[src/rtl/gpio_pkg.sv]
package gpio_pkg;
  localparam int ADDR_W = 3;

  localparam logic [ADDR_W-1:0] OFS_DAT  = 3'd0;
  localparam logic [ADDR_W-1:0] OFS_SET  = 3'd1;
  localparam logic [ADDR_W-1:0] OFS_CLR  = 3'd2;
  localparam logic [ADDR_W-1:0] OFS_TGL  = 3'd3;
  localparam logic [ADDR_W-1:0] OFS_MUX  = 3'd4;
  localparam logic [ADDR_W-1:0] OFS_DIR  = 3'd5;
  localparam logic [ADDR_W-1:0] OFS_QUAL = 3'd6;

  typedef struct packed {
    logic wrDat;
    logic wrSet;
    logic wrClr;
    logic wrTgl;
    logic wrMux;
    logic wrDir;
    logic wrQual;
  } strobes_t;

  typedef enum logic [2:0] {
    RD_ZERO,
    RD_DAT,
    RD_MUX,
    RD_DIR,
    RD_QUAL
  } rdSel_t;
endpackage

[src/rtl/gpio_ctrl.sv]
module gpio_ctrl
  import gpio_pkg::*;
(
  input  logic [ADDR_W-1:0] busAddr,
  input  logic              busWe,
  output strobes_t          strb,
  output rdSel_t            rdSel
);
  always_comb begin
    strb        = '0;
    strb.wrDat  = busWe && (busAddr == OFS_DAT);
    strb.wrSet  = busWe && (busAddr == OFS_SET);
    strb.wrClr  = busWe && (busAddr == OFS_CLR);
    strb.wrTgl  = busWe && (busAddr == OFS_TGL);
    strb.wrMux  = busWe && (busAddr == OFS_MUX);
    strb.wrDir  = busWe && (busAddr == OFS_DIR);
    strb.wrQual = busWe && (busAddr == OFS_QUAL);
  end

  always_comb begin
    case (busAddr)
      OFS_DAT:  rdSel = RD_DAT;
      OFS_MUX:  rdSel = RD_MUX;
      OFS_DIR:  rdSel = RD_DIR;
      OFS_QUAL: rdSel = RD_QUAL;
      default:  rdSel = RD_ZERO;
    endcase
  end
endmodule

[src/rtl/gpio_qual.sv]
module gpio_qual #(
  parameter int WIDTH  = 16,
  parameter int QUAL_W = 8,
  parameter int HOLD   = 6
) (
  input  logic              clk,
  input  logic              rstN,
  input  logic [WIDTH-1:0]  pinIn,
  input  logic [QUAL_W-1:0] qualPrd,
  output logic [WIDTH-1:0]  qualOut
);
  localparam int CNT_W  = QUAL_W + 1;
  localparam int HCNT_W = $clog2(HOLD + 1);
  localparam logic [HCNT_W-1:0] HOLD_V = HCNT_W'(HOLD);

  logic [WIDTH-1:0] syncA, syncB;
  logic [CNT_W-1:0] preCnt, preLim;
  logic             bypass, tick;

  always_ff @(posedge clk or negedge rstN) begin
    if (!rstN) begin
      syncA <= '0;
      syncB <= '0;
    end else begin
      syncA <= pinIn;
      syncB <= syncA;
    end
  end

  assign bypass = (qualPrd == '0);
  assign preLim = {qualPrd, 1'b0} - CNT_W'(1);
  assign tick   = !bypass && (preCnt >= preLim);

  always_ff @(posedge clk or negedge rstN) begin
    if (!rstN)                preCnt <= '0;
    else if (bypass || tick)  preCnt <= '0;
    else                      preCnt <= preCnt + CNT_W'(1);
  end

  for (genvar i = 0; i < WIDTH; i++) begin : g_bit
    logic              lastSmp;
    logic [HCNT_W-1:0] runCnt;
    logic [HCNT_W-1:0] runNext;

    always_comb begin
      if (syncB[i] != lastSmp)  runNext = HCNT_W'(1);
      else if (runCnt < HOLD_V) runNext = runCnt + HCNT_W'(1);
      else                      runNext = runCnt;
    end

    always_ff @(posedge clk or negedge rstN) begin
      if (!rstN) begin
        lastSmp    <= 1'b0;
        runCnt     <= HOLD_V;
        qualOut[i] <= 1'b0;
      end else if (bypass) begin
        lastSmp    <= syncB[i];
        runCnt     <= HOLD_V;
        qualOut[i] <= syncB[i];
      end else if (tick) begin
        lastSmp <= syncB[i];
        runCnt  <= runNext;
        if (runNext == HOLD_V) qualOut[i] <= syncB[i];
      end
    end
  end

  // between sample points the filtered level cannot move
  a_r9_hold_between_ticks: assert property (@(posedge clk) disable iff (!rstN)
    (!bypass && !tick) |=> $stable(qualOut));
endmodule

[src/rtl/gpio_datapath.sv]
module gpio_datapath
  import gpio_pkg::*;
#(
  parameter int WIDTH  = 16,
  parameter int QUAL_W = 8
) (
  input  logic              clk,
  input  logic              rstN,
  input  strobes_t          strb,
  input  rdSel_t            rdSel,
  input  logic [WIDTH-1:0]  wdata,
  input  logic [WIDTH-1:0]  qualIn,
  input  logic [WIDTH-1:0]  perOut,
  input  logic [WIDTH-1:0]  perOe,
  output logic [WIDTH-1:0]  rdata,
  output logic [WIDTH-1:0]  pinOut,
  output logic [WIDTH-1:0]  pinOe,
  output logic [QUAL_W-1:0] qualPrd
);
  logic [WIDTH-1:0] outLatch, muxReg, dirReg;

  always_ff @(posedge clk or negedge rstN) begin
    if (!rstN)             outLatch <= '0;
    else if (strb.wrDat)   outLatch <= wdata;
    else if (strb.wrSet)   outLatch <= outLatch | wdata;
    else if (strb.wrClr)   outLatch <= outLatch & ~wdata;
    else if (strb.wrTgl)   outLatch <= outLatch ^ wdata;
  end

  always_ff @(posedge clk or negedge rstN) begin
    if (!rstN) begin
      muxReg  <= '0;
      dirReg  <= '0;
      qualPrd <= '0;
    end else begin
      if (strb.wrMux)  muxReg  <= wdata;
      if (strb.wrDir)  dirReg  <= wdata;
      if (strb.wrQual) qualPrd <= wdata[QUAL_W-1:0];
    end
  end

  assign pinOut = (muxReg & perOut) | (~muxReg & outLatch);
  assign pinOe  = (muxReg & perOe)  | (~muxReg & dirReg);

  always_comb begin
    case (rdSel)
      RD_DAT:  rdata = (dirReg & outLatch) | (~dirReg & qualIn);
      RD_MUX:  rdata = muxReg;
      RD_DIR:  rdata = dirReg;
      RD_QUAL: rdata = {{(WIDTH-QUAL_W){1'b0}}, qualPrd};
      default: rdata = '0;
    endcase
  end

  a_r5_set_bits_high: assert property (@(posedge clk) disable iff (!rstN)
    strb.wrSet |=> ((outLatch & $past(wdata)) == $past(wdata)));
  a_r6_clear_bits_low: assert property (@(posedge clk) disable iff (!rstN)
    strb.wrClr |=> ((outLatch & $past(wdata)) == '0));
  a_r7_toggle_only_marked: assert property (@(posedge clk) disable iff (!rstN)
    strb.wrTgl |=> ((outLatch ^ $past(outLatch)) == $past(wdata)));
  a_r3_dir_holds: assert property (@(posedge clk) disable iff (!rstN)
    !strb.wrDir |=> $stable(dirReg));
endmodule

[src/rtl/gpio_port.sv]
module gpio_port
  import gpio_pkg::*;
#(
  parameter int WIDTH  = 16,
  parameter int QUAL_W = 8,
  parameter int HOLD   = 6
) (
  input  logic              clk,
  input  logic              rstN,
  input  logic [ADDR_W-1:0] busAddr,
  input  logic              busWe,
  input  logic [WIDTH-1:0]  busWdata,
  output logic [WIDTH-1:0]  busRdata,
  input  logic [WIDTH-1:0]  pinIn,
  output logic [WIDTH-1:0]  pinOut,
  output logic [WIDTH-1:0]  pinOe,
  input  logic [WIDTH-1:0]  perOut,
  input  logic [WIDTH-1:0]  perOe,
  output logic [WIDTH-1:0]  perIn
);
  strobes_t          strb;
  rdSel_t            rdSel;
  logic [QUAL_W-1:0] qualPrd;
  logic [WIDTH-1:0]  qualVal;

  gpio_ctrl u_ctrl (
    .busAddr(busAddr), .busWe(busWe), .strb(strb), .rdSel(rdSel)
  );

  gpio_datapath #(.WIDTH(WIDTH), .QUAL_W(QUAL_W)) u_dp (
    .clk(clk), .rstN(rstN), .strb(strb), .rdSel(rdSel), .wdata(busWdata),
    .qualIn(qualVal), .perOut(perOut), .perOe(perOe), .rdata(busRdata),
    .pinOut(pinOut), .pinOe(pinOe), .qualPrd(qualPrd)
  );

  gpio_qual #(.WIDTH(WIDTH), .QUAL_W(QUAL_W), .HOLD(HOLD)) u_qual (
    .clk(clk), .rstN(rstN), .pinIn(pinIn), .qualPrd(qualPrd), .qualOut(qualVal)
  );

  assign perIn = qualVal;
endmodule

[config.mk]
export PLATFORM = sky130hd
export DESIGN_NAME = gpio_port
export DESIGN_NICKNAME = d
export VERILOG_FILES = /design/src/rtl/gpio_pkg.sv /design/src/rtl/gpio_ctrl.sv /design/src/rtl/gpio_qual.sv /design/src/rtl/gpio_datapath.sv /design/src/rtl/gpio_port.sv
export SDC_FILE = /design/constraint.sdc
export NUM_CORES = 1
export LEC_CHECK = 0
export ABC_AREA = 1
export BUFFER_PORTS_ARGS = -buffer_cell sky130_fd_sc_hd__buf_2
export CAP_MARGIN = 15
export CORE_ASPECT_RATIO = 1.75
export CORE_MARGIN = 1
export CORE_UTILIZATION = 45
export DETAILED_ROUTE_END_ITERATION = 6
export PLACE_DENSITY = 0.78
export SYNTH_ARGS = -nofsm -noshare
export SYNTH_HDL_FRONTEND = slang
export SYNTH_HIERARCHICAL = 1
export SYNTH_SLANG_ARGS = --single-unit
[constraint.sdc]
create_clock -name clk -period 2.5 [get_ports clk]
set_input_delay 0.5 -clock clk [delete_from_list [all_inputs] [get_ports clk]]
set_output_delay 0.5 -clock clk [all_outputs]
set_load 0.005 [all_outputs]
Yosys cells after proc, flatten, opt, wreduce, memory -nomap -nowiden
Cells that the tools add are included.
{"block": "word_totals", "register_bits": 177, "inputBits": 70, "out_inout_bits": 64, "wordCells": 344}
{"block": "op_classes", "add_sub_neg": 18, "order_cmp": 17, "n_eq_ne": 42, "muxes": 151, "n_bitwise": 15, "reduce_logical": 46}
{"cell": "$mux W3", "count": 64}
{"cell": "$and A16 B16 Y16", "count": 7}
{"cell": "$mux W1", "count": 80}
{"cell": "$mux W16", "count": 4}
{"cell": "$or A16 B16 Y16", "count": 4}
{"cell": "$pmux W16 S4", "count": 1}
{"cell": "$eq A3 B3 Y1 const B", "count": 20}
{"cell": "$add A3 B1 Y3 const B", "count": 16}
{"cell": "$lt A3 B3 Y1 const B", "count": 16}
{"cell": "$not A16 Y16", "count": 3}
{"cell": "$reduce_bool A2 Y1", "count": 17}
{"cell": "$reduce_and A2 Y1", "count": 16}
{"cell": "$ne A1 B1 Y1", "count": 16}
{"cell": "$xor A16 B16 Y16", "count": 1}
{"cell": "$eq A3 B2 Y1 const B", "count": 4}
{"cell": "$pmux W3 S4", "count": 1}
{"cell": "$add A9 B1 Y9 const B", "count": 1}
{"cell": "$ge A9 B9 Y1", "count": 1}
{"cell": "$mux W9", "count": 1}
{"cell": "$sub A9 B1 Y9 const B", "count": 1}
{"cell": "$logic_and A1 B1 Y1", "count": 8}
{"cell": "$logic_not A8 Y1", "count": 1}
{"cell": "$eq A3 B1 Y1 const B", "count": 2}
{"cell": "$reduce_bool A4 Y1", "count": 1}
{"cell": "3 further kinds", "count": 3}

Depth between registers and ports, before layout
Gate-level depths: netlist of run 1.
{"block": "logic_depth", "depth_word": 7, "mapped_depth": 14}

By module
Netlist of run 1, hierarchy kept.
{"mod": "gpio_qual", "n_inst": 1, "cells_per_inst": 871, "area_per_inst_um2": 6552.5, "seq_area_each_um2": 3067.9}
{"mod": "gpio_datapath", "n_inst": 1, "cells_per_inst": 614, "area_per_inst_um2": 4145.2, "seq_area_each_um2": 1401.3}
{"mod": "gpio_ctrl", "n_inst": 1, "cells_per_inst": 22, "area_per_inst_um2": 86.3, "seq_area_each_um2": 0.0}

Worst setup path before layout of run 1
OpenSTA, ideal clock, no wires.
{"block": "synth_path", "path_type": "register to register", "startpoint": "reg u_dp.qualPrd[2]", "endpoint": "reg u_qual.qualOut[7]", "setup_ns": 0.117, "arrival_ns": 2.271, "required_ns": 2.383, "slack_ns": 0.113, "path_stages_with_launch": 14, "path_buffers": 2, "path_cell_list": "dfrtp_1 nor3_1 nand3_1 nor3_1 xnor2_1 ha_1 nand2_1 inv_1 a21oi_2 nand4_4 buf_6 buf_6 nand3_1 nand2_1"}
{"block": "synth_via", "elab_chain_cells": 5, "word_cells_on_any_way": 9, "cone_classes": "1 x add/sub; 1 x order compare; 1 x mux; 6 x reduce/logical"}
{"item": "from (decl)", "line": "gpio_datapath.sv:18", "source": "output logic [QUAL_W-1:0] qualPrd"}
{"item": "from (signal assigned)", "line": "gpio_datapath.sv:38", "source": "if (strb.wrQual) qualPrd <= wdata[QUAL_W-1:0];"}
{"item": "$sub A9 B1 Y9 / $logic_not A8 Y1 (equally long branches)", "line": "gpio_qual.sv:31, gpio_qual.sv:30"}
{"item": "$ge A9 B9 Y1 / $logic_not A1 Y1 (equally long branches)", "line": "gpio_qual.sv:32", "source": "assign tick = !bypass && (preCnt >= preLim);"}
{"item": "$logic_and A1 B1 Y1", "line": "gpio_qual.sv:32"}
{"item": "$reduce_bool A2 Y1 (no source line)"}
{"item": "$reduce_and A2 Y1 (no source line)"}
{"item": "to (signal, indexed assignment)", "line": "gpio_qual.sv:59", "source": "qualOut[i] <= syncB[i];"}
{"item": "to (signal, indexed assignment)", "line": "gpio_qual.sv:63", "source": "if (runNext == HOLD_V) qualOut[i] <= syncB[i];"}
{"item": "to (decl)", "line": "gpio_qual.sv:10", "source": "output logic [WIDTH-1:0] qualOut"}
Parallel ways exist; a longest one is shown, timed or not.
A chain may end at the register's enable or synchronous reset.

Worst setup path after layout of run 1
{"block": "layout_path", "startpoint": "reg u_dp.qualPrd[0]", "endpoint": "reg u_qual.g_bit[12].runCnt[0]"}
{"block": "layout_via", "elab_chain_cells": 4, "word_cells_on_any_way": 7, "cone_classes": "1 x add/sub; 1 x order compare; 1 x mux; 4 x reduce/logical"}
{"item": "$sub A9 B1 Y9 / $logic_not A8 Y1 (equally long branches)", "line": "gpio_qual.sv:31, gpio_qual.sv:30"}
{"item": "$ge A9 B9 Y1 / $logic_not A1 Y1 (equally long branches)", "line": "gpio_qual.sv:32"}
{"item": "$logic_and A1 B1 Y1", "line": "gpio_qual.sv:32"}
{"item": "$reduce_bool A2 Y1 (no source line)"}
{"item": "to (signal assigned)", "line": "gpio_qual.sv:62", "source": "runCnt <= runNext;"}
{"item": "to (decl)", "line": "gpio_qual.sv:42", "source": "logic [HCNT_W-1:0] runCnt;"}
Parallel ways exist; a longest one is shown, timed or not.

==> summary.md, run 1 <==
| Metric | Value |
|---|---|
| Largest stage delay, worst path | 0.45 ns |
| Crit path max fanout | 9 |
| Post-synthesis async set-or-reset flop share | 100.0% |
| Antenna-violating nets left | 0 |
| Xor-xnor portion of the synthesized cell area | 0.8122% |
| Post-synth cell types | 32 |
| Number of diodes | 0 |
| Kind of cell adding the most delay to the critical path | simple AND/OR/NAND/NOR gates |
| Worst r2r src | u_dp/qualPrd[0] |
| Remaining DRCs | 0 |
| Number of enable flip-flop cells after synthesis | 0 |
| Max H-tree Level | 4 |
| Vias in the first global route | 9,437 |
| FILL cells | 2,064 |
| Synth warnings | 6 |
| FF-to-FF setup slack | -0.09 ns |
| Layout Cells excl Fill | 1,975 |
| Worst Skew | 0.009935 ns |
| Final WL | 29,220 um |
| Die X | 119.0 um |
| Post-Syn Area per Cell | 7.156 sq um |
| Synthesized area | 0.01078 sq mm |
| CP endpoint kind | register |
| Grt total ovfl | 0 |
| Overall power | 12.46 mW |
| Synth-to-Final Area Change | 21.49% |
| Critical path's slowest cell | dfrtp_2 |
| Min cycle time layout | 2.593 ns |
| RSZ-0062 raised after global routing | yes |
| Final hold violation count | 0 |
| Row cnt | 74 |
| Multi-input logic area | 0.005324 sq mm |
| Placed cell areas | 0.01177 sq mm |
| Worst-path cell chain | nor3_4 > nand3_2 > nor3_2 > xnor2_1 > ha_1 > nand2_2 > inv_2 > a21oi_4 > nand4_4 > buf_12 > buf_16 > o21ai_0 |
| Slew HR | 52.15% |
| WHS | 0.1635 ns |
| Critical Path Source Type | register |
| Complex-gate fraction of the synthesized area | 7.530% |
| Port bufs | 133 |
| Final Util | 55.93% |
| Antenna violations before repair | 0 |
| Critical path type | register to register |
| Post-Place Cells | 1,921 |
| RR Endpoint | u_qual/g_bit[12].runCnt[0] |
| Sum of negative setup slack | -0.3980 ns |
| Critical Path Stages | 12 |
| Vias after detailed routing | 10,330 |
| Max Cap Viol | 0 |
| # clock sinks | 177 |
| Most frequent cells in the layout | nand2_1 (476), inv_1 (231), dfrtp_1 (144), nor2_1 (136), buf_2 (132) |
| Fin area | 0.01310 sq mm |
| Leading cell type in the layout, fill and taps excluded | nand2_1 |
| HPWL Detailed | 18,620 um |
| I/O Pins | 134 |
| Power Density | 951.2 mW/mm^2 |
| Worst setup endpoint | u_qual/g_bit[12].runCnt[0] |
| Drt wl/cell | 14.80 um |
| Finish-stage setup viols | 28 |
| Failing checks | negative setup slack |
| Largest net degree at the start of global routing | 65 |
| Sequential fraction of the synthesis area | 41.44% |
| CTS Buffer Depth | 2 |
| Synth Net Count | 1,636 |
| Post-synthesis mux area share | 0% |
| Cts bufs inserted | 17 |
| Synth Register Bits | 177 |
| Worst path buffer plus inverter count | 3 |
| Outcome | finished, violations left |
| Min-Delay Path Class | input pin to register |
| Drt via density | 5.230 |
| Peak Freq | 385.6 MHz |
| Setup WS pre-CTS | -0.04170 ns |
| P_leak | 6.978 nW |
| TritonCTS clock tree | done |
| Drt pass-1 iters | 6 |
| Largest family of logic cells by synthesized area | simple AND/OR/NAND/NOR gates |
| Fraction of layout cells with a size suffix above 1 | 19.75% |
| Gp weighted congestion | 0.8609 |
| Largest area contributor in the netlist | dfrtp_1 |
| Worst endpoint required time | 2.83 ns |
| Synth area leaders | dfrtp_1 (34%), nand2_1 (17%), inv_1 (8.1%) |
| Initial DRC count | 894 |
| Register clock-pin slew on the reported worst setup and hold paths | 0.07 ns |
| Crit path DAT | 2.93 ns |
| PnR worst setup slack | -0.09327 ns |
| Nets | 1,787 |
| Initial core utilization | 46.04% |
| Main flop type after synthesis | dfrtp_1 |
| Final period utilization | 103.7% |
| First-pass GRT wire length | 43,080 um |
| Syn Inst Count | 1,507 |
| Adder-Cell Fraction of Synth Area | 6.845% |
| CP startpoint | u_dp/qualPrd[0] |
| Register area | 0.004471 sq mm |
| Slew @ Worst Pin | 0.7178 ns |
| CTS root buf | clkbuf_16 |
| Worst IR Drop VDD | 0.4360 mV |
| R2r worst-path depth | 12 |
| Die Y | 206.8 um |
| Skew-Pair Late Insertion Delay | 0.44 ns |
| Max Transition Viols Final | 0 |
| Die Footprint | 0.02461 sq mm |
| Core area | 0.02343 sq mm |
| Simple-Gate Fraction of Synth Area | 31.87% |
| Total GRT Usage | 21.96% |
| Synth top area share | 33.65% |
[layer usage]
metal,up-vias,GRT usage [%],share of wire (%)
met5,-,0,0
met3,96,3.984,4.2
met2,354,40.26,53
met4,0,11.17,4.8
li1,5004,-,-
met1,4876,24.10,38
[sequential cells by signal (all words and copies together), names as in the netlist]
name	flops
u_qual/qualOut	16
u_qual/syncB	16
u_qual/preCnt	9
u_dp/qualPrd	8
u_dp/muxReg	16
u_qual/g_bit.runCnt	48
u_qual/g_bit.lastSmp	16
u_qual/syncA	16
u_dp/outLatch	16
u_dp/dirReg	16
[logic make-up (layout without fill, tap and decap cells)]
kind of cell | after synthesis | count (layout)
buffers and inverters | 287 | 451
flip-flops | 177 | 177
adder cells (fa/ha/maj) | 59 | 59
AO/OA/AOI/OAI | 157 | 157
XOR/XNOR | 10 | 10
AND/OR/NAND/NOR | 817 | 817
[cell usage after synthesis, types with 5 or more instances]
cell type,instances
clkbuf_1,13
dfrtp_1,145
nand2_1,497
ha_1,59
nand4_1,35
nor2_1,141
nand3_1,122
nor3_1,5
xnor2_1,6
nor3_2,6
buf_4,7
a21oi_1,26
buf_6,15
o21ai_2,6
buf_2,15
o21ai_1,36
dfstp_2,32
inv_1,232
o21ai_0,88
[timing repair]
| item | in CTS | in global routing |
|---|---|---|
| gates cloned | 2 | 14 |
| gates resized for setup | 7 | 90 |
| pin swaps | 2 | 12 |
| endpoints found under the hold margin | 29 | 0 |
| setup buffers | 2 | 3 |
| hold buffers | 1 | 0 |
| endpoints found under the setup margin | 50 | 87 |
[power by group]
part / total [mW] / switching (mW) / internal (mW) / leakage, nW
registers: 4.61 / 0.800 / 3.81 / 2.07
logic: 4.91 / 2.87 / 2.04 / 4.61
clock network: 2.94 / 1.17 / 1.78 / 0.304
[worst min path at each step]
stage / start / to / slack, ns / cells past startpoint
after floorplan: rstN / u_dp/dirReg[0] / 0.20 / 0
after global placement: u_qual/syncA[8] / u_qual/syncB[8] / 0.33 / 0
after detailed placement: u_qual/syncA[12] / u_qual/syncB[12] / 0.34 / 0
after CTS: pinIn[10] / u_qual/syncA[10] / 0.14 / 1
after global routing: pinIn[10] / u_qual/syncA[10] / 0.15 / 1
final: pinIn[12] / u_qual/syncA[12] / 0.16 / 1
[layout make-up]
cell class	count	share of cell area, %
Sequential cell	177	34.12
Inverter	236	6.800
Tap cell	304	2.903
Timing Repair Buffer	183	10.64
Multi-Input combinational cell	1043	40.64
Clock inverter	13	1.595
Clock buffer	19	3.304
(Power assumes the default switching activity.)
==> inputs of run 2 (changes only) <==
--- a/config.mk
+++ b/config.mk
@@ -6,13 +6,14 @@
 export NUM_CORES = 1
 export LEC_CHECK = 0
 export ABC_AREA = 1
-export BUFFER_PORTS_ARGS = -buffer_cell sky130_fd_sc_hd__buf_2
+export BUFFER_PORTS_ARGS = -buffer_cell sky130_fd_sc_hd__buf_4
 export CAP_MARGIN = 15
 export CORE_ASPECT_RATIO = 1.75
 export CORE_MARGIN = 1
 export CORE_UTILIZATION = 45
 export DETAILED_ROUTE_END_ITERATION = 6
 export PLACE_DENSITY = 0.78
+export REMOVE_ABC_BUFFERS = 1
 export SYNTH_ARGS = -nofsm -noshare
 export SYNTH_HDL_FRONTEND = slang
 export SYNTH_HIERARCHICAL = 1
==> summary.md, run 2 (same netlist as run 1, synthesis figures left out) <==
| Metric | Value |
|---|---|
| Min-Delay Path Class | input pin to register |
| PnR worst setup slack | 0.05234 ns (+0.1456 ns) |
| Switching share of power | 38.94% (+0.13 points) |
| Power Density | 918.0 mW/mm^2 (-3.5%) |
| I/O Pins | 134 (unchanged) |
| P_sw | 4.704 mW (-2.7%) |
| First-pass GRT wire length | 46,700 um (+8.4%) |
| Skew-Pair Late Insertion Delay | 0.46 ns (+0.02 ns) |
| Nets | 1,790 (+0.17%) |
| Die Y | 206.8 um (unchanged) |
| Leading cell type in the layout, fill and taps excluded | nand2_1 |
| Worst Skew | 0.01237 ns (+0.002432 ns) |
| Synth-to-Final Area Change | 22.03% |
| Antenna violations before repair | 0 (unchanged) |
| Slew @ Worst Pin | 0.5529 ns (-0.1649 ns) |
| Vias in the first global route | 10,040 (+6.4%) |
| Clock power share | 23.3% (-0.3 points) |
| Outcome | finished clean |
| # clock sinks | 177 (unchanged) |
| Die X | 119.0 um (unchanged) |
| Cts bufs inserted | 17 (unchanged) |
| Crit path DAT | 2.82 ns (-0.11 ns) |
| Most flops, register | u_qual/g_bit.runCnt |
| Row cnt | 74 (unchanged) |
| Largest register FFs | 48 (unchanged) |
| Number of diodes | 0 (unchanged) |
| Flop pwr share | 37.9% (+0.9 points) |
| Post-Place Cells | 1,932 (+0.57%) |
| Peak Freq | 408.6 MHz (+5.9%) |
| Grt total ovfl | 0 (unchanged) |
| Gp weighted congestion | 0.8274 (-3.9%) |
| Max H-tree Level | 4 (unchanged) |
| P_leak | 6.923 nW (-0.79%) |
| Finish-stage setup viols | 0 (-100%) |
| Drt pass-1 iters | 7 (+1) |
| HPWL Detailed | 20,270 um (+8.9%) |
| TritonCTS clock tree | done |
| Min cycle time layout | 2.448 ns (-0.1456 ns) |
| Final hold violation count | 0 (unchanged) |
| Most frequent cells in the layout | nand2_1 (493), inv_1 (230), buf_4 (165), dfrtp_1 (145), nor2_1 (132) |
| RSZ-0062 raised after global routing | yes |
| Largest net degree at the start of global routing | 60 (-7.7%) |
| Register clock-pin slew on the reported worst setup and hold paths | 0.07 ns (about the same) |
| Initial DRC count | 686 (-23%) |
| Fraction of layout cells with a size suffix above 1 | 17.86% (-1.9 points) |
| Sum of negative setup slack | 0 ns (+0.3980 ns) |
| Max Cap Viol | 0 (unchanged) |
| CTS Buffer Depth | 2 (unchanged) |
| Slew HR | 62.75% (+11 points) |
| Final WL | 29,840 um (+2.1%) |
| Antenna-violating nets left | 0 (unchanged) |
| Drt wl/cell | 15.08 um (+1.9%) |
| Critical Path Source Type | register |
| Critical path type | register to register |
| Crit path max fanout | 29 (+20) |
| Layout Cells excl Fill | 1,978 (+0.15%) |
| Final Util | 56.18% (+0.25 points) |
| Initial core utilization | 46.04% (unchanged) |
| Worst endpoint required time | 2.87 ns (+0.04 ns) |
| Final period utilization | 97.91% (-5.8 points) |
| Remaining DRCs | 0 (unchanged) |
| Cell-internal power | 7.376 mW (-3.3%) |
| Drt via density | 5.229 (about the same) |
| Port bufs | 133 (unchanged) |
| CP endpoint kind | register |
| Worst IR Drop VDD | 0.4923 mV (+13%) |
| CTS root buf | clkbuf_16 |
| Setup WS pre-CTS | -0.04129 ns (+0.0004143 ns) |
| Core area | 0.02343 sq mm (unchanged) |
| Max Transition Viols Final | 0 (unchanged) |
| WHS | 0.1449 ns (-0.01858 ns) |
| Total GRT Usage | 24.19% (+2.2 points) |
| Die Footprint | 0.02461 sq mm (unchanged) |
| Vias after detailed routing | 10,340 (+0.13%) |
| Comb pwr share | 38.8% (-0.6 points) |
## run 2: cell types whose count changed in the layout (fill, tap and decap cells not counted), sizes merged
cell      change
inv           +3
bufinv        -2
clkinvlp      -2
buf           +9
clkinv        +2
clkbuf        -7
## run 2: critical path, cell delays in order (launching register included)
cell	delay [ns]
dfrtp_1	0.39
buf_4	0.15
inv_2	0.07
ha_4	0.15
nand2_1	0.09
xnor2_1	0.16
inv_1	0.06
ha_1	0.28
nand2_2	0.12
inv_2	0.06
a21oi_4	0.15
nand4_4	0.13
buf_8	0.18
clkbuf_16	0.20
o21ai_0	0.16
## run 2: power groups by stage
stage / Combinational (mW) / Clock (mW) / Sequential [mW]
floorplan: 2.93 / 0 / 4.38
global placement: 4.05 / 0 / 4.55
detailed placement: 4.26 / 0 / 4.58
CTS: 4.41 / 2.84 / 4.55
global route: 5.35 / 2.95 / 4.67
finish: 4.69 / 2.81 / 4.58
## run 2: worst paths after layout
| check | startpoint | end | slack [ns] | depth (start not counted) |
|---|---|---|---|---|
| min reg2reg | u_qual/syncA[4] | u_qual/syncB[4] | 0.35 | 0 |
| max reg2reg | u_dp/qualPrd[1] | u_qual/g_bit[1].runCnt[0] | 0.05 | 14 |
| min in group asynchronous | rstN | u_qual/syncA[9] | 0.52 | 2 |
| max | u_dp/qualPrd[1] | u_qual/g_bit[1].runCnt[0] | 0.05 | 14 |
| min | pinIn[2] | u_qual/syncA[2] | 0.14 | 1 |
| max in group asynchronous | rstN | u_qual/g_bit[4].runCnt[1] | 1.17 | 3 |
## run 2: metrics by stage
| step | instance area [sq um] | total power, mW |
|---|---|---|
| finish | 13160 | 12.08 |
| global route | 13160 | 12.97 |
| CTS | 12970 | 11.81 |
| detailed placement | 12220 | 8.843 |
| global placement | 12220 | 8.598 |
| floorplan | 10440 | 7.312 |
## run 2: layout make-up
| type | count | area [sq um] |
|---|---|---|
| inverters | 236 | 890.9 |
| well taps | 304 | 380.4 |
| clock buffers | 18 | 429.2 |
| repair buffers | 186 | 1624 |
| fillers | 2082 | 10260 |
| multi-input cells | 1043 | 5186 |
| flip-flops and latches | 177 | 4469 |
| clock inverters | 14 | 180.2 |
## run 2: metal layers
metal  wire length (um)  track usage (%)
met4               1480            15.14
met2              15260            43.29
met5                  0                0
met3               1567            3.654
met1              11520            26.80
## run 2: repair_timing
action                     4_1_cts  5_1_grt
buffers inserted                 2        6
hold buffers                     1        0
setup endpoints to repair       39       87
hold endpoints to repair        38        0
gates resized for setup         13       26
gates cloned                     2        4
pin swaps                        1        5
==> inputs of run 3 (changes only) <==
--- a/config.mk
+++ b/config.mk
@@ -5,12 +5,12 @@
 export SDC_FILE = /design/constraint.sdc
 export NUM_CORES = 1
 export LEC_CHECK = 0
-export ABC_AREA = 1
 export BUFFER_PORTS_ARGS = -buffer_cell sky130_fd_sc_hd__buf_4
 export CAP_MARGIN = 15
 export CORE_ASPECT_RATIO = 1.75
 export CORE_MARGIN = 1
 export CORE_UTILIZATION = 45
+export CTS_CLUSTER_SIZE = 10
 export DETAILED_ROUTE_END_ITERATION = 6
 export PLACE_DENSITY = 0.78
 export REMOVE_ABC_BUFFERS = 1
==> summary.md, run 3 <==
| Metric | Value |
|---|---|
| Outcome | finished, violations left |
| Failing checks | negative setup slack |
| RSZ-0062 raised after global routing | yes |
| Initial core utilization | 45.87% (-0.16 points) |
| Sequential fraction of the synthesis area | 43.01% (+1.6 points) |
| Largest stage delay, worst path | 0.44 ns (+0.05 ns) |
| R2r worst-path depth | 9 (-5) |
| Finish-stage setup viols | 88 (+88) |
| Nets | 1,289 (-28%) |
| Die X | 116.9 um (-1.8%) |
| Die Y | 203.0 um (-1.8%) |
| Number of diodes | 0 (unchanged) |
| CTS root buf | clkbuf_16 |
| Antenna-violating nets left | 0 (unchanged) |
| Antenna violations before repair | 0 (unchanged) |
| CP startpoint | u_dp/qualPrd[2] |
| Max Cap Viol | 0 (unchanged) |
| Post-synthesis async set-or-reset flop share | 100.0% (unchanged) |
| Initial DRC count | 419 (-39%) |
| Final period utilization | 111.7% (+14 points) |
| Max Transition Viols Final | 0 (unchanged) |
| Multi-input logic area | 0.005892 sq mm (+14%) |
| Largest register FFs | 48 (unchanged) |
| HPWL Detailed | 18,860 um (-7.0%) |
| Fin area | 0.01330 sq mm (+1.1%) |
| Vias after detailed routing | 8,733 (-16%) |
| Worst endpoint required time | 2.82 ns (-0.05 ns) |
| Worst IR Drop VDD | 0.5176 mV (+5.1%) |
| First-pass GRT wire length | 44,190 um (-5.4%) |
| Grt total ovfl | 0 (unchanged) |
| Min-Delay Path Class | input pin to register |
| Largest net degree at the start of global routing | 53 (-12%) |
| Overall power | 14.53 mW (+20%) |
| Synth warnings | 6 (unchanged) |
| Worst Skew | 0.006545 ns (-0.005822 ns) |
| Worst setup endpoint | u_qual/qualOut[13] |
| Synth Register Bits | 177 (unchanged) |
| PnR worst setup slack | -0.2927 ns (-0.3450 ns) |
| Max H-tree Level | 4 (unchanged) |
| Synthesized area | 0.01039 sq mm (-3.6%) |
| Crit path DAT | 3.11 ns (+0.29 ns) |
| Post-synth cell types | 53 (+66%) |
| Remaining DRCs | 0 (unchanged) |
| Synth top cells by count | dfrtp_1 (145), mux2_2 (89), ha_1 (59), o21ai_0 (59), nand2_1 (56) |
| Setup WS pre-CTS | -0.4484 ns (-0.4071 ns) |
| Worst r2r src | u_dp/qualPrd[2] |
| Register clock-pin slew on the reported worst setup and hold paths | 0.07 ns (about the same) |
| Synth top area share | 34.92% (+1.3 points) |
| Port bufs | 133 (unchanged) |
| Leading cell type in the layout, fill and taps excluded | buf_4 |
| Post-Place Cells | 1,428 (-26%) |
| FF-to-FF setup slack | -0.29 ns (-0.35 ns) |
| Main flop type after synthesis | dfrtp_1 |
| Synth area leaders | dfrtp_1 (35%), mux2_2 (9.6%), dfstp_2 (8.1%) |
| # clock sinks | 177 (unchanged) |
| Sum of negative setup slack | -17.41 ns (-17.41 ns) |
| Synth-to-Final Area Change | 28.02% |
| Syn Inst Count | 987 (-35%) |
| I/O Pins | 134 (unchanged) |
| Register area | 0.004469 sq mm (unchanged) |
| Power Density | 1093 mW/mm^2 (+19%) |
| Cts bufs inserted | 17 (unchanged) |
| Drt wl/cell | 18.72 um (+24%) |
| Core area | 0.02265 sq mm (-3.3%) |
| Skew-Pair Late Insertion Delay | 0.44 ns (-0.02 ns) |
| Post-Syn Area per Cell | 10.53 sq um (+47%) |
| Critical Path Source Type | register |
| CTS Buffer Depth | 2 (unchanged) |
| Number of enable flip-flop cells after synthesis | 0 (unchanged) |
| CP endpoint kind | register |
| Largest area contributor in the netlist | dfrtp_1 |
| Critical path type | register to register |
| Layout Cells excl Fill | 1,473 (-26%) |
| Slew HR | 60.28% (-2.5 points) |
| Total GRT Usage | 23.99% (-0.19 points) |
| Die Footprint | 0.02373 sq mm (-3.6%) |
| Crit path max fanout | 4 (-86%) |
| Row cnt | 73 (-1.4%) |
| Peak Freq | 358.1 MHz (-12%) |
| P_leak | 5.679 nW (-18%) |
| Drt pass-1 iters | 7 (unchanged) |
| Min cycle time layout | 2.793 ns (+0.3450 ns) |
| RR Endpoint | u_qual/qualOut[13] |
| Final WL | 27,580 um (-7.6%) |
| Final hold violation count | 0 (unchanged) |
| Most frequent cells in the layout | buf_4 (176), dfrtp_1 (145), mux2_2 (72), ha_1 (59), nand2_1 (55) |
| FILL cells | 1,847 (-11%) |
| Drt via density | 5.929 (+13%) |
| Vias in the first global route | 8,869 (-12%) |
| Gp weighted congestion | 0.8909 (+7.7%) |
| Worst-path cell chain | nor3_2 > nor3b_2 > xnor2_1 > ha_1 > a211oi_2 > nor2_4 > or3_4 > o22ai_2 > mux2_4 |
| Slew @ Worst Pin | 0.5936 ns (+0.04068 ns) |
| Most frequent cell after synthesis | dfrtp_1 |
| TritonCTS clock tree | done |
| Most flops, register | u_qual/g_bit.runCnt |
| Critical path's slowest cell | or3_4 |
| Placed cell areas | 0.01210 sq mm (-0.98%) |
| Fraction of layout cells with a size suffix above 1 | 38.36% (+21 points) |
[run 3: changes by cell type after synthesis, moves of 18 or more]
cell / before / now
nand2b_1: 0 / 18
mux2_2: 0 / 89
o21ai_1: 36 / 0
inv_1: 232 / 35
o22ai_1: 0 / 23
nand3_1: 122 / 36
a31oi_1: 0 / 30
nor2_1: 141 / 55
nand2_1: 497 / 56
nand4_1: 35 / 1
o21ai_0: 88 / 59
[run 3: cells by family (layout without fill, tap and decap cells)]
logic type	Yosys count	in the layout	share of synthesized area, %
xor+xnor	30	30	2.529
simple gates	255	255	13.20
fa+ha+maj	59	59	7.104
buf+inv	89	275	4.299
mux	124	124	13.64
compound gates	253	253	16.22
flops	177	177	43.01
[run 3: through the flow]
step           util (%)  hold slack, ns
2_1_floorplan         -          0.2044
3_3_place_gp      53.40          0.3324
3_5_place_dp      53.40          0.3347
4_1_cts           58.03          0.1478
5_1_grt           58.73          0.1472
6_report          58.73          0.1637
[run 3: how the worst min path moves through the flow]
stage	from	to	slack (ns)	cells past startpoint
after floorplan	rstN	u_dp/dirReg[0]	0.20	0
after global placement	u_qual/syncA[4]	u_qual/syncB[4]	0.33	0
after detailed placement	u_qual/syncA[9]	u_qual/syncB[9]	0.33	0
after CTS	pinIn[4]	u_qual/syncA[4]	0.15	1
after global routing	pinIn[4]	u_qual/syncA[4]	0.15	1
final	pinIn[4]	u_qual/syncA[4]	0.16	1
[run 3: critical path: cells and delay by family, from the launching register on]
kind	cells	cell delay (ns)
mux	1	0.31
simple gates	4	0.98
fa+ha+maj	1	0.28
xor+xnor	1	0.15
compound gates	2	0.53
flops	1	0.43
[run 3: layout make-up]
cell class	count	share of cell area (%)
repair buffers	208	14.07
multi-input cells	721	44.29
flip-flops and latches	177	33.60
well taps	300	2.822
clock buffers	24	3.621
clock inverters	8	0.6114
inverters	35	0.9876
[run 3: metal layers]
metal / share of wire, % / track usage [%] / up-vias
met4: 4.2 / 12.66 / 0
met2: 54 / 42.75 / 296
met5: 0 / 0 / -
li1: - / - / 3999
met1: 38 / 26.94 / 4353
met3: 3.9 / 3.672 / 85
[run 3: power by group]
| part | switching [mW] | total, mW | internal [mW] |
|---|---|---|---|
| clock | 1.11 | 2.56 | 1.45 |
| sequential | 1.31 | 5.34 | 4.03 |
| combinational | 3.02 | 6.63 | 3.61 |
| total | 5.44 | 14.5 | 9.09 |
[run 3: repair_timing]
item / 4_1_cts / 5_1_grt
endpoints found under the setup margin: 96 / 95
hold buffers: 1 / 0
cloned: 3 / 2
buffers inserted: 10 / 1
resized for setup: 91 / 44
pin swaps: 29 / 23
hold endpoints to repair: 18 / 0
